`config.mk`:
```
export PLATFORM = sky130hd
export DESIGN_NAME = rx_ring_mgr
export DESIGN_NICKNAME = d
export VERILOG_FILES = /design/src/rtl/rx_ring_pkg.sv /design/src/rtl/rx_ring_ctrl.sv /design/src/rtl/rx_ring_dpath.sv /design/src/rtl/rx_ring_mgr.sv
export SDC_FILE = /design/constraint.sdc
export NUM_CORES = 1
export LEC_CHECK = 0
export BUFFER_PORTS_ARGS = -buffer_cell sky130_fd_sc_hd__buf_2
export CAP_MARGIN = 20
export CORE_UTILIZATION = 45
export DETAILED_ROUTE_END_ITERATION = 6
export PLACE_DENSITY = 0.79
export SLEW_MARGIN = 20
export SYNTH_ARGS = -nofsm -noshare
export SYNTH_HDL_FRONTEND = slang
export SYNTH_SLANG_ARGS = --single-unit
```
`constraint.sdc`:
```
create_clock -name clk -period 3.1 [get_ports clk]
set_input_delay 0.62 -clock clk [delete_from_list [all_inputs] [get_ports clk]]
set_output_delay 0.62 -clock clk [all_outputs]
set_load 0.01 [all_outputs]
```
`src/rtl/rx_ring_pkg.sv`:
```
package rx_ring_pkg;
  localparam int HDR_LEN = 4;

  typedef enum logic [1:0] {
    ST_IDLE = 2'd0,
    ST_RECV = 2'd1,
    ST_HDR  = 2'd2
  } ringState_t;

  typedef struct packed {
    logic       init;
    logic       start;
    logic       wrByte;
    logic       finish;
    logic       hdrWr;
    logic       commit;
    logic       setOvf;
    logic [1:0] hdrSel;
  } ringStrb_t;
endpackage

```
`src/rtl/rx_ring_ctrl.sv`:
```
module rx_ring_ctrl
  import rx_ring_pkg::*;
(
  input  logic      clk,
  input  logic      rst_n,
  input  logic      ringInit,
  input  logic      pktStart,
  input  logic      rxValid,
  input  logic      pktEnd,
  input  logic      pktGood,
  input  logic      ovfFlag,
  input  logic      advHit,
  input  logic      endHit,
  output ringStrb_t strb,
  output logic      busy,
  output logic      pktDone
);
  localparam logic [1:0] LAST_HDR = 2'(HDR_LEN - 1);

  ringState_t state, stateNxt;
  logic [1:0] hdrSel;
  logic       doneQ;

  always_comb begin
    strb        = '0;
    strb.hdrSel = hdrSel;
    stateNxt    = state;
    unique case (state)
      ST_IDLE: begin
        if (ringInit) begin
          strb.init = 1'b1;
        end else if (pktStart && !ovfFlag) begin
          strb.start = 1'b1;
          stateNxt   = ST_RECV;
        end
      end
      ST_RECV: begin
        if (pktEnd) begin
          if (!pktGood) begin
            stateNxt = ST_IDLE;
          end else if (endHit) begin
            strb.setOvf = 1'b1;
            stateNxt    = ST_IDLE;
          end else begin
            strb.finish = 1'b1;
            stateNxt    = ST_HDR;
          end
        end else if (rxValid) begin
          strb.wrByte = 1'b1;
          if (advHit) begin
            strb.setOvf = 1'b1;
            stateNxt    = ST_IDLE;
          end
        end
      end
      ST_HDR: begin
        strb.hdrWr = 1'b1;
        if (hdrSel == LAST_HDR) begin
          strb.commit = 1'b1;
          stateNxt    = ST_IDLE;
        end
      end
      default: stateNxt = ST_IDLE;
    endcase
  end

  always_ff @(posedge clk) begin
    if (!rst_n) begin
      state  <= ST_IDLE;
      hdrSel <= '0;
      doneQ  <= 1'b0;
    end else begin
      state  <= stateNxt;
      hdrSel <= (state == ST_HDR) ? hdrSel + 2'd1 : 2'd0;
      doneQ  <= strb.commit;
    end
  end

  assign busy    = (state != ST_IDLE);
  assign pktDone = doneQ;

  // the done pulse follows the last header write
  p_done_after_hdr_r6: assert property (@(posedge clk) disable iff (!rst_n)
    pktDone |-> $past(strb.hdrWr));
endmodule

```
`src/rtl/rx_ring_dpath.sv`:
```
module rx_ring_dpath
  import rx_ring_pkg::*;
#(
  parameter int PAGE_W = 8,
  parameter int OFF_W  = 8,
  parameter int CNT_W  = 16,
  localparam int ADDR_W = PAGE_W + OFF_W
) (
  input  logic              clk,
  input  logic              rst_n,
  input  ringStrb_t         strb,
  input  logic [PAGE_W-1:0] pageStart,
  input  logic [PAGE_W-1:0] pageStop,
  input  logic              bndWrEn,
  input  logic [PAGE_W-1:0] bndWrData,
  input  logic [7:0]        rxData,
  input  logic [7:0]        rxStatus,
  output logic              advHit,
  output logic              endHit,
  output logic [PAGE_W-1:0] curPage,
  output logic [PAGE_W-1:0] bndPage,
  output logic              ovfFlag,
  output logic              memWe,
  output logic [ADDR_W-1:0] memAddr,
  output logic [7:0]        memData
);
  logic [PAGE_W-1:0] wrPage, nextReg, advPage, endPage;
  logic [OFF_W-1:0]  wrOff, hdrOff;
  logic [CNT_W-1:0]  byteCnt;
  logic [7:0]        statusReg;

  function automatic logic [PAGE_W-1:0] ringNext(input logic [PAGE_W-1:0] pg);
    logic [PAGE_W:0] sum;
    sum = {1'b0, pg} + 1'b1;
    if (sum == {1'b0, pageStop}) return pageStart;
    return sum[PAGE_W-1:0];
  endfunction

  assign advPage = ringNext(wrPage);
  assign endPage = (wrOff == '0) ? wrPage : advPage;
  assign advHit  = (&wrOff) && (advPage == bndPage);
  assign endHit  = (wrOff != '0) && (advPage == bndPage);

  always_ff @(posedge clk) begin
    if (!rst_n) begin
      curPage   <= '0;
      bndPage   <= '0;
      ovfFlag   <= 1'b0;
      wrPage    <= '0;
      wrOff     <= '0;
      byteCnt   <= '0;
      nextReg   <= '0;
      statusReg <= '0;
    end else begin
      if (strb.init)   curPage <= pageStart;
      if (strb.commit) curPage <= nextReg;
      if (strb.start) begin
        wrPage  <= curPage;
        wrOff   <= OFF_W'(HDR_LEN);
        byteCnt <= CNT_W'(HDR_LEN);
      end
      if (strb.wrByte) begin
        wrOff   <= wrOff + 1'b1;
        byteCnt <= byteCnt + 1'b1;
        if (&wrOff) wrPage <= advPage;
      end
      if (strb.finish) begin
        nextReg   <= endPage;
        statusReg <= rxStatus;
      end
      if (bndWrEn) bndPage <= bndWrData;
      if (strb.setOvf)  ovfFlag <= 1'b1;
      else if (bndWrEn) ovfFlag <= 1'b0;
    end
  end

  assign hdrOff = {{(OFF_W-2){1'b0}}, strb.hdrSel};
  assign memWe  = strb.wrByte | strb.hdrWr;

  always_comb begin
    if (strb.hdrWr) begin
      memAddr = {curPage, hdrOff};
      unique case (strb.hdrSel)
        2'd0:    memData = statusReg;
        2'd1:    memData = 8'(nextReg);
        2'd2:    memData = byteCnt[7:0];
        default: memData = 8'(byteCnt >> 8);
      endcase
    end else begin
      memAddr = {wrPage, wrOff};
      memData = rxData;
    end
  end

  // the current page only moves on an init or a commit
  p_cur_move_r8: assert property (@(posedge clk) disable iff (!rst_n)
    !$stable(curPage) |-> $past(strb.commit || strb.init));

  // overflow clears only through a boundary write
  p_ovf_clear_r10: assert property (@(posedge clk) disable iff (!rst_n)
    $fell(ovfFlag) |-> $past(bndWrEn));
endmodule

```
`src/rtl/rx_ring_mgr.sv`:
```
module rx_ring_mgr
  import rx_ring_pkg::*;
#(
  parameter int PAGE_W = 8,
  parameter int OFF_W  = 8,
  parameter int CNT_W  = 16,
  localparam int ADDR_W = PAGE_W + OFF_W
) (
  input  logic              clk,
  input  logic              rst_n,
  input  logic [PAGE_W-1:0] pageStart,
  input  logic [PAGE_W-1:0] pageStop,
  input  logic              ringInit,
  input  logic              bndWrEn,
  input  logic [PAGE_W-1:0] bndWrData,
  input  logic              pktStart,
  input  logic              rxValid,
  input  logic [7:0]        rxData,
  input  logic              pktEnd,
  input  logic              pktGood,
  input  logic [7:0]        rxStatus,
  output logic              memWe,
  output logic [ADDR_W-1:0] memAddr,
  output logic [7:0]        memData,
  output logic [PAGE_W-1:0] curPage,
  output logic [PAGE_W-1:0] bndPage,
  output logic              ovfFlag,
  output logic              busy,
  output logic              pktDone
);
  ringStrb_t strb;
  logic      advHit, endHit;

  rx_ring_ctrl ctrl_i (
    .clk(clk), .rst_n(rst_n), .ringInit(ringInit), .pktStart(pktStart),
    .rxValid(rxValid), .pktEnd(pktEnd), .pktGood(pktGood), .ovfFlag(ovfFlag),
    .advHit(advHit), .endHit(endHit), .strb(strb), .busy(busy), .pktDone(pktDone)
  );

  rx_ring_dpath #(.PAGE_W(PAGE_W), .OFF_W(OFF_W), .CNT_W(CNT_W)) dpath_i (
    .clk(clk), .rst_n(rst_n), .strb(strb), .pageStart(pageStart),
    .pageStop(pageStop), .bndWrEn(bndWrEn), .bndWrData(bndWrData),
    .rxData(rxData), .rxStatus(rxStatus), .advHit(advHit), .endHit(endHit),
    .curPage(curPage), .bndPage(bndPage), .ovfFlag(ovfFlag), .memWe(memWe),
    .memAddr(memAddr), .memData(memData)
  );

  // no memory write while the ring is halted
  p_no_overflow_r3: assert property (@(posedge clk) disable iff (!rst_n)
    ovfFlag |-> !memWe);

  // with a sane ring, every write lands inside it
  p_in_ring_r5: assert property (@(posedge clk) disable iff (!rst_n)
    (memWe && (pageStart < pageStop) && (curPage >= pageStart) && (curPage < pageStop))
    |-> (memAddr[ADDR_W-1:OFF_W] >= pageStart && memAddr[ADDR_W-1:OFF_W] < pageStop));
endmodule

```
==> impl_metrics.json <==
{
  "status": "finished clean",
  "maxCapViolCount": 0,
  "syn_area_sq_um": 4750,
  "synth_fp_nets": 670,
  "gp_congestion": 0.927,
  "ant_nets": 0,
  "fin_worst_skew_ns": 0.0119,
  "required_ns": 3.35,
  "h-tree-depth": 3,
  "ys_seq_area_frac": 0.295,
  "power_density_nw_per_um2": 364,
  "grt_pass1_wl_um": 23400,
  "cts_tree": "done",
  "insertion_delay_ns": 0.35,
  "grt_pass1_vias": 4802,
  "grt_max_degree": 44,
  "critPathKind": "flip-flop to flip-flop",
  "cpPeakStageDelay_ns": 0.53,
  "async_flop_share": 0,
  "utilization": 0.566,
  "cp_slowest_cell": "or4_4",
  "die_y_um": 105,
  "met3_usage": 0.0437,
  "first_pass_iters": 5,
  "yosysTopAreaCell": "dfxtp_1",
  "dp.cells": 832,
  "synth_edf_count": 0,
  "layout.cells.non_filler": 852,
  "whs_ns": 0.490,
  "worstMarginPinSlew_ns": 0.956,
  "yosys_register_bits": 70,
  "drt_wl_total_um": 15000,
  "overflow": 0,
  "grt_use_met2": 0.429,
  "yosys_most_used_dff": "dfxtp_1",
  "cts-root-buf": "clkbuf_8",
  "antenna_found_initial": 0,
  "diodes": 0,
  "start_kind": "flip-flop",
  "syn-instance-count": 614,
  "clk_pin_slew_ns": 0.09,
  "ios": 92,
  "hold_viol": 0,
  "initial_utilization": 0.462,
  "grt_use_total": 0.265,
  "p_leak_uw": 0.00243,
  "synth.avg_cell_area_sq_um": 7.74,
  "critPathCaptureType": "flip-flop",
  "ys_warn_count": 0,
  "clkSinkCount": 70,
  "finalMaxSlewViolations": 0,
  "route.detailed.drc": 0,
  "io_buffers": 91,
  "cts_buffers": 9,
  "drt_iter0_markers": 431,
  "post_route_cells_drive_above_1_share": 0.268,
  "finalNetCount": 767,
  "syn_to_final_growth_pct": 22.4,
  "die_x_um": 105,
  "post_synth_main_area_contributors": "dfxtp_1, nand2_1, mux2i_1",
  "top_usage_layer": "met2",
  "vias": 5215,
  "dieArea_sq_um": 11000,
  "fin_crit_sh": 0.971,
  "viasPerCell": 6.12,
  "use_met1": 0.343,
  "wl_per_cell_um": 17.6,
  "finalSetupViolations": 0,
  "hold_path_class": "flip-flop to flip-flop",
  "dp_hpwl_um": 11100,
  "row_count": 37,
  "max_freq_mhz": 332,
  "synth_top_area_share": 0.295,
  "min_period_ns": 3.01,
  "core_sq_um": 10300,
  "arrival_ns": 3.26,
  "relSlewSlack": 0.360,
  "synth_cell_types": 69,
  "ir_drop_uv": 194,
  "crit_fanout": 10,
  "clock_path_buffers": 2,
  "path_cells": "buf_4, nand2_2, or4_4, o311a_4, and3_2, a21oi_1, o31ai_1, nor4b_4, buf_4, a211oi_1, a211oi_1"
}
-- placed cells by master (no fill, tap or decap), types with 22 or more instances in the layout --
| master | count |
|---|---|
| buf_2 | 91 |
| nand2_1 | 85 |
| dfxtp_1 | 66 |
| nor2_1 | 58 |
| buf_4 | 33 |
| a21oi_1 | 30 |
| o21ai_0 | 28 |
| a211oi_1 | 27 |
| nand3_1 | 23 |
| mux2i_1 | 22 |
-- critical path, delay by kind of cell (launching register included) --
family	cells	cell delay, ns
simple gates	4	1.29
compound gates	5	0.87
buf+inv	2	0.41
flops	1	0.35
-- stage by stage --
step | power (uW) | TNS (ns) | area, sq um | setup WS, ns
global route | 2190 | -0.121 | 5810 | -0.0343
finish | 2120 | 0 | 5810 | 0.0893
CTS | 2100 | 0 | 5720 | 0.00391
detailed placement | 1330 | -2.26 | 5430 | -0.218
floorplan | 1190 | 0 | 4750 | 0.0695
global placement | 1310 | -0.684 | 5430 | -0.0899
-- sequential cells by signal (all words and copies together) (netlist names) --
signal,count
ctrl_i.state,2
dpath_i.nextReg,8
dpath_i.ovfFlag,1
dpath_i.curPage,8
dpath_i.wrOff,8
dpath_i.byteCnt,16
ctrl_i.hdrSel,2
dpath_i.bndPage,8
ctrl_i.pktDone,1
dpath_i.statusReg,8
dpath_i.wrPage,8
-- cells by family after synthesis --
logic type | Yosys count | share of synthesized area
AOI/OAI and AO/OA | 170 | 0.261
xor gates and xnor gates | 19 | 0.0411
adders and majority gates | 8 | 0.0211
buffers and inverters | 57 | 0.0511
DFF | 70 | 0.295
muxes | 26 | 0.0553
and+or+nand+nor | 264 | 0.276
-- cell usage after synthesis, types with 3 or more instances --
cell type  instances
nand2b_1           9
dfxtp_1           70
ha_1               8
nor2b_1            9
or2_2              6
a21oi_1           30
o311ai_1           9
and2_1            14
nor2_1            58
o2111a_1           3
a22oi_1            5
inv_1             16
buf_4              5
o311ai_0           3
a211oi_1          30
nand2_1           87
clkbuf_1          31
nor3_1             7
o21ai_0           33
o211ai_1           6
nand4_1            6
or4_1              3
or3_1              8
and3_1            21
a2bb2oi_1          8
nand3_1           24
xor2_1             8
a222oi_1           8
a311oi_1          10
xnor2_1            9
mux2i_1           24
o22ai_1            4
-- layer usage --
layer / vias to the layer above / wire, um / part of all wire
li1: 2454 / - / -
met1: 2460 / 6380 / 0.42
met2: 252 / 7020 / 0.47
met3: 49 / 1180 / 0.078
met4: 0 / 438 / 0.029
met5: - / 0 / 0
-- report_power, final --
group / internal [uW] / switching (uW)
Sequential: 924 / 37.9
Clock: 383 / 389
Combinational: 156 / 226
-- final cells by class --
class / instances / area [sq um]
clock buffer: 9 / 124
sequential: 70 / 1410
timing repair buffer: 125 / 714
fill: 944 / 4460
tap: 136 / 170
multi-input combinational: 487 / 3250
inverter: 18 / 67.6
clock inverter: 7 / 81.3
-- final timing paths --
| kind | start | endpoint | slack, ns | depth (start not counted) |
|---|---|---|---|---|
| hold / removal | dpath_i.nextReg[4] | dpath_i.nextReg[4] | 0.49 | 2 |
| hold reg to reg | dpath_i.nextReg[4] | dpath_i.nextReg[4] | 0.49 | 2 |
| setup reg to reg | dpath_i.wrPage[0] | dpath_i.nextReg[6] | 0.09 | 11 |
| setup / recovery | dpath_i.wrPage[0] | dpath_i.nextReg[6] | 0.09 | 11 |
-- timing repair --
action                     4_1_cts  5_1_grt
setup buffers                    3        1
hold buffers                     0        0
pin swaps                        5        8
gates resized for setup         13       24
setup endpoints to repair       13       18
(Power assumes the default switching activity.)
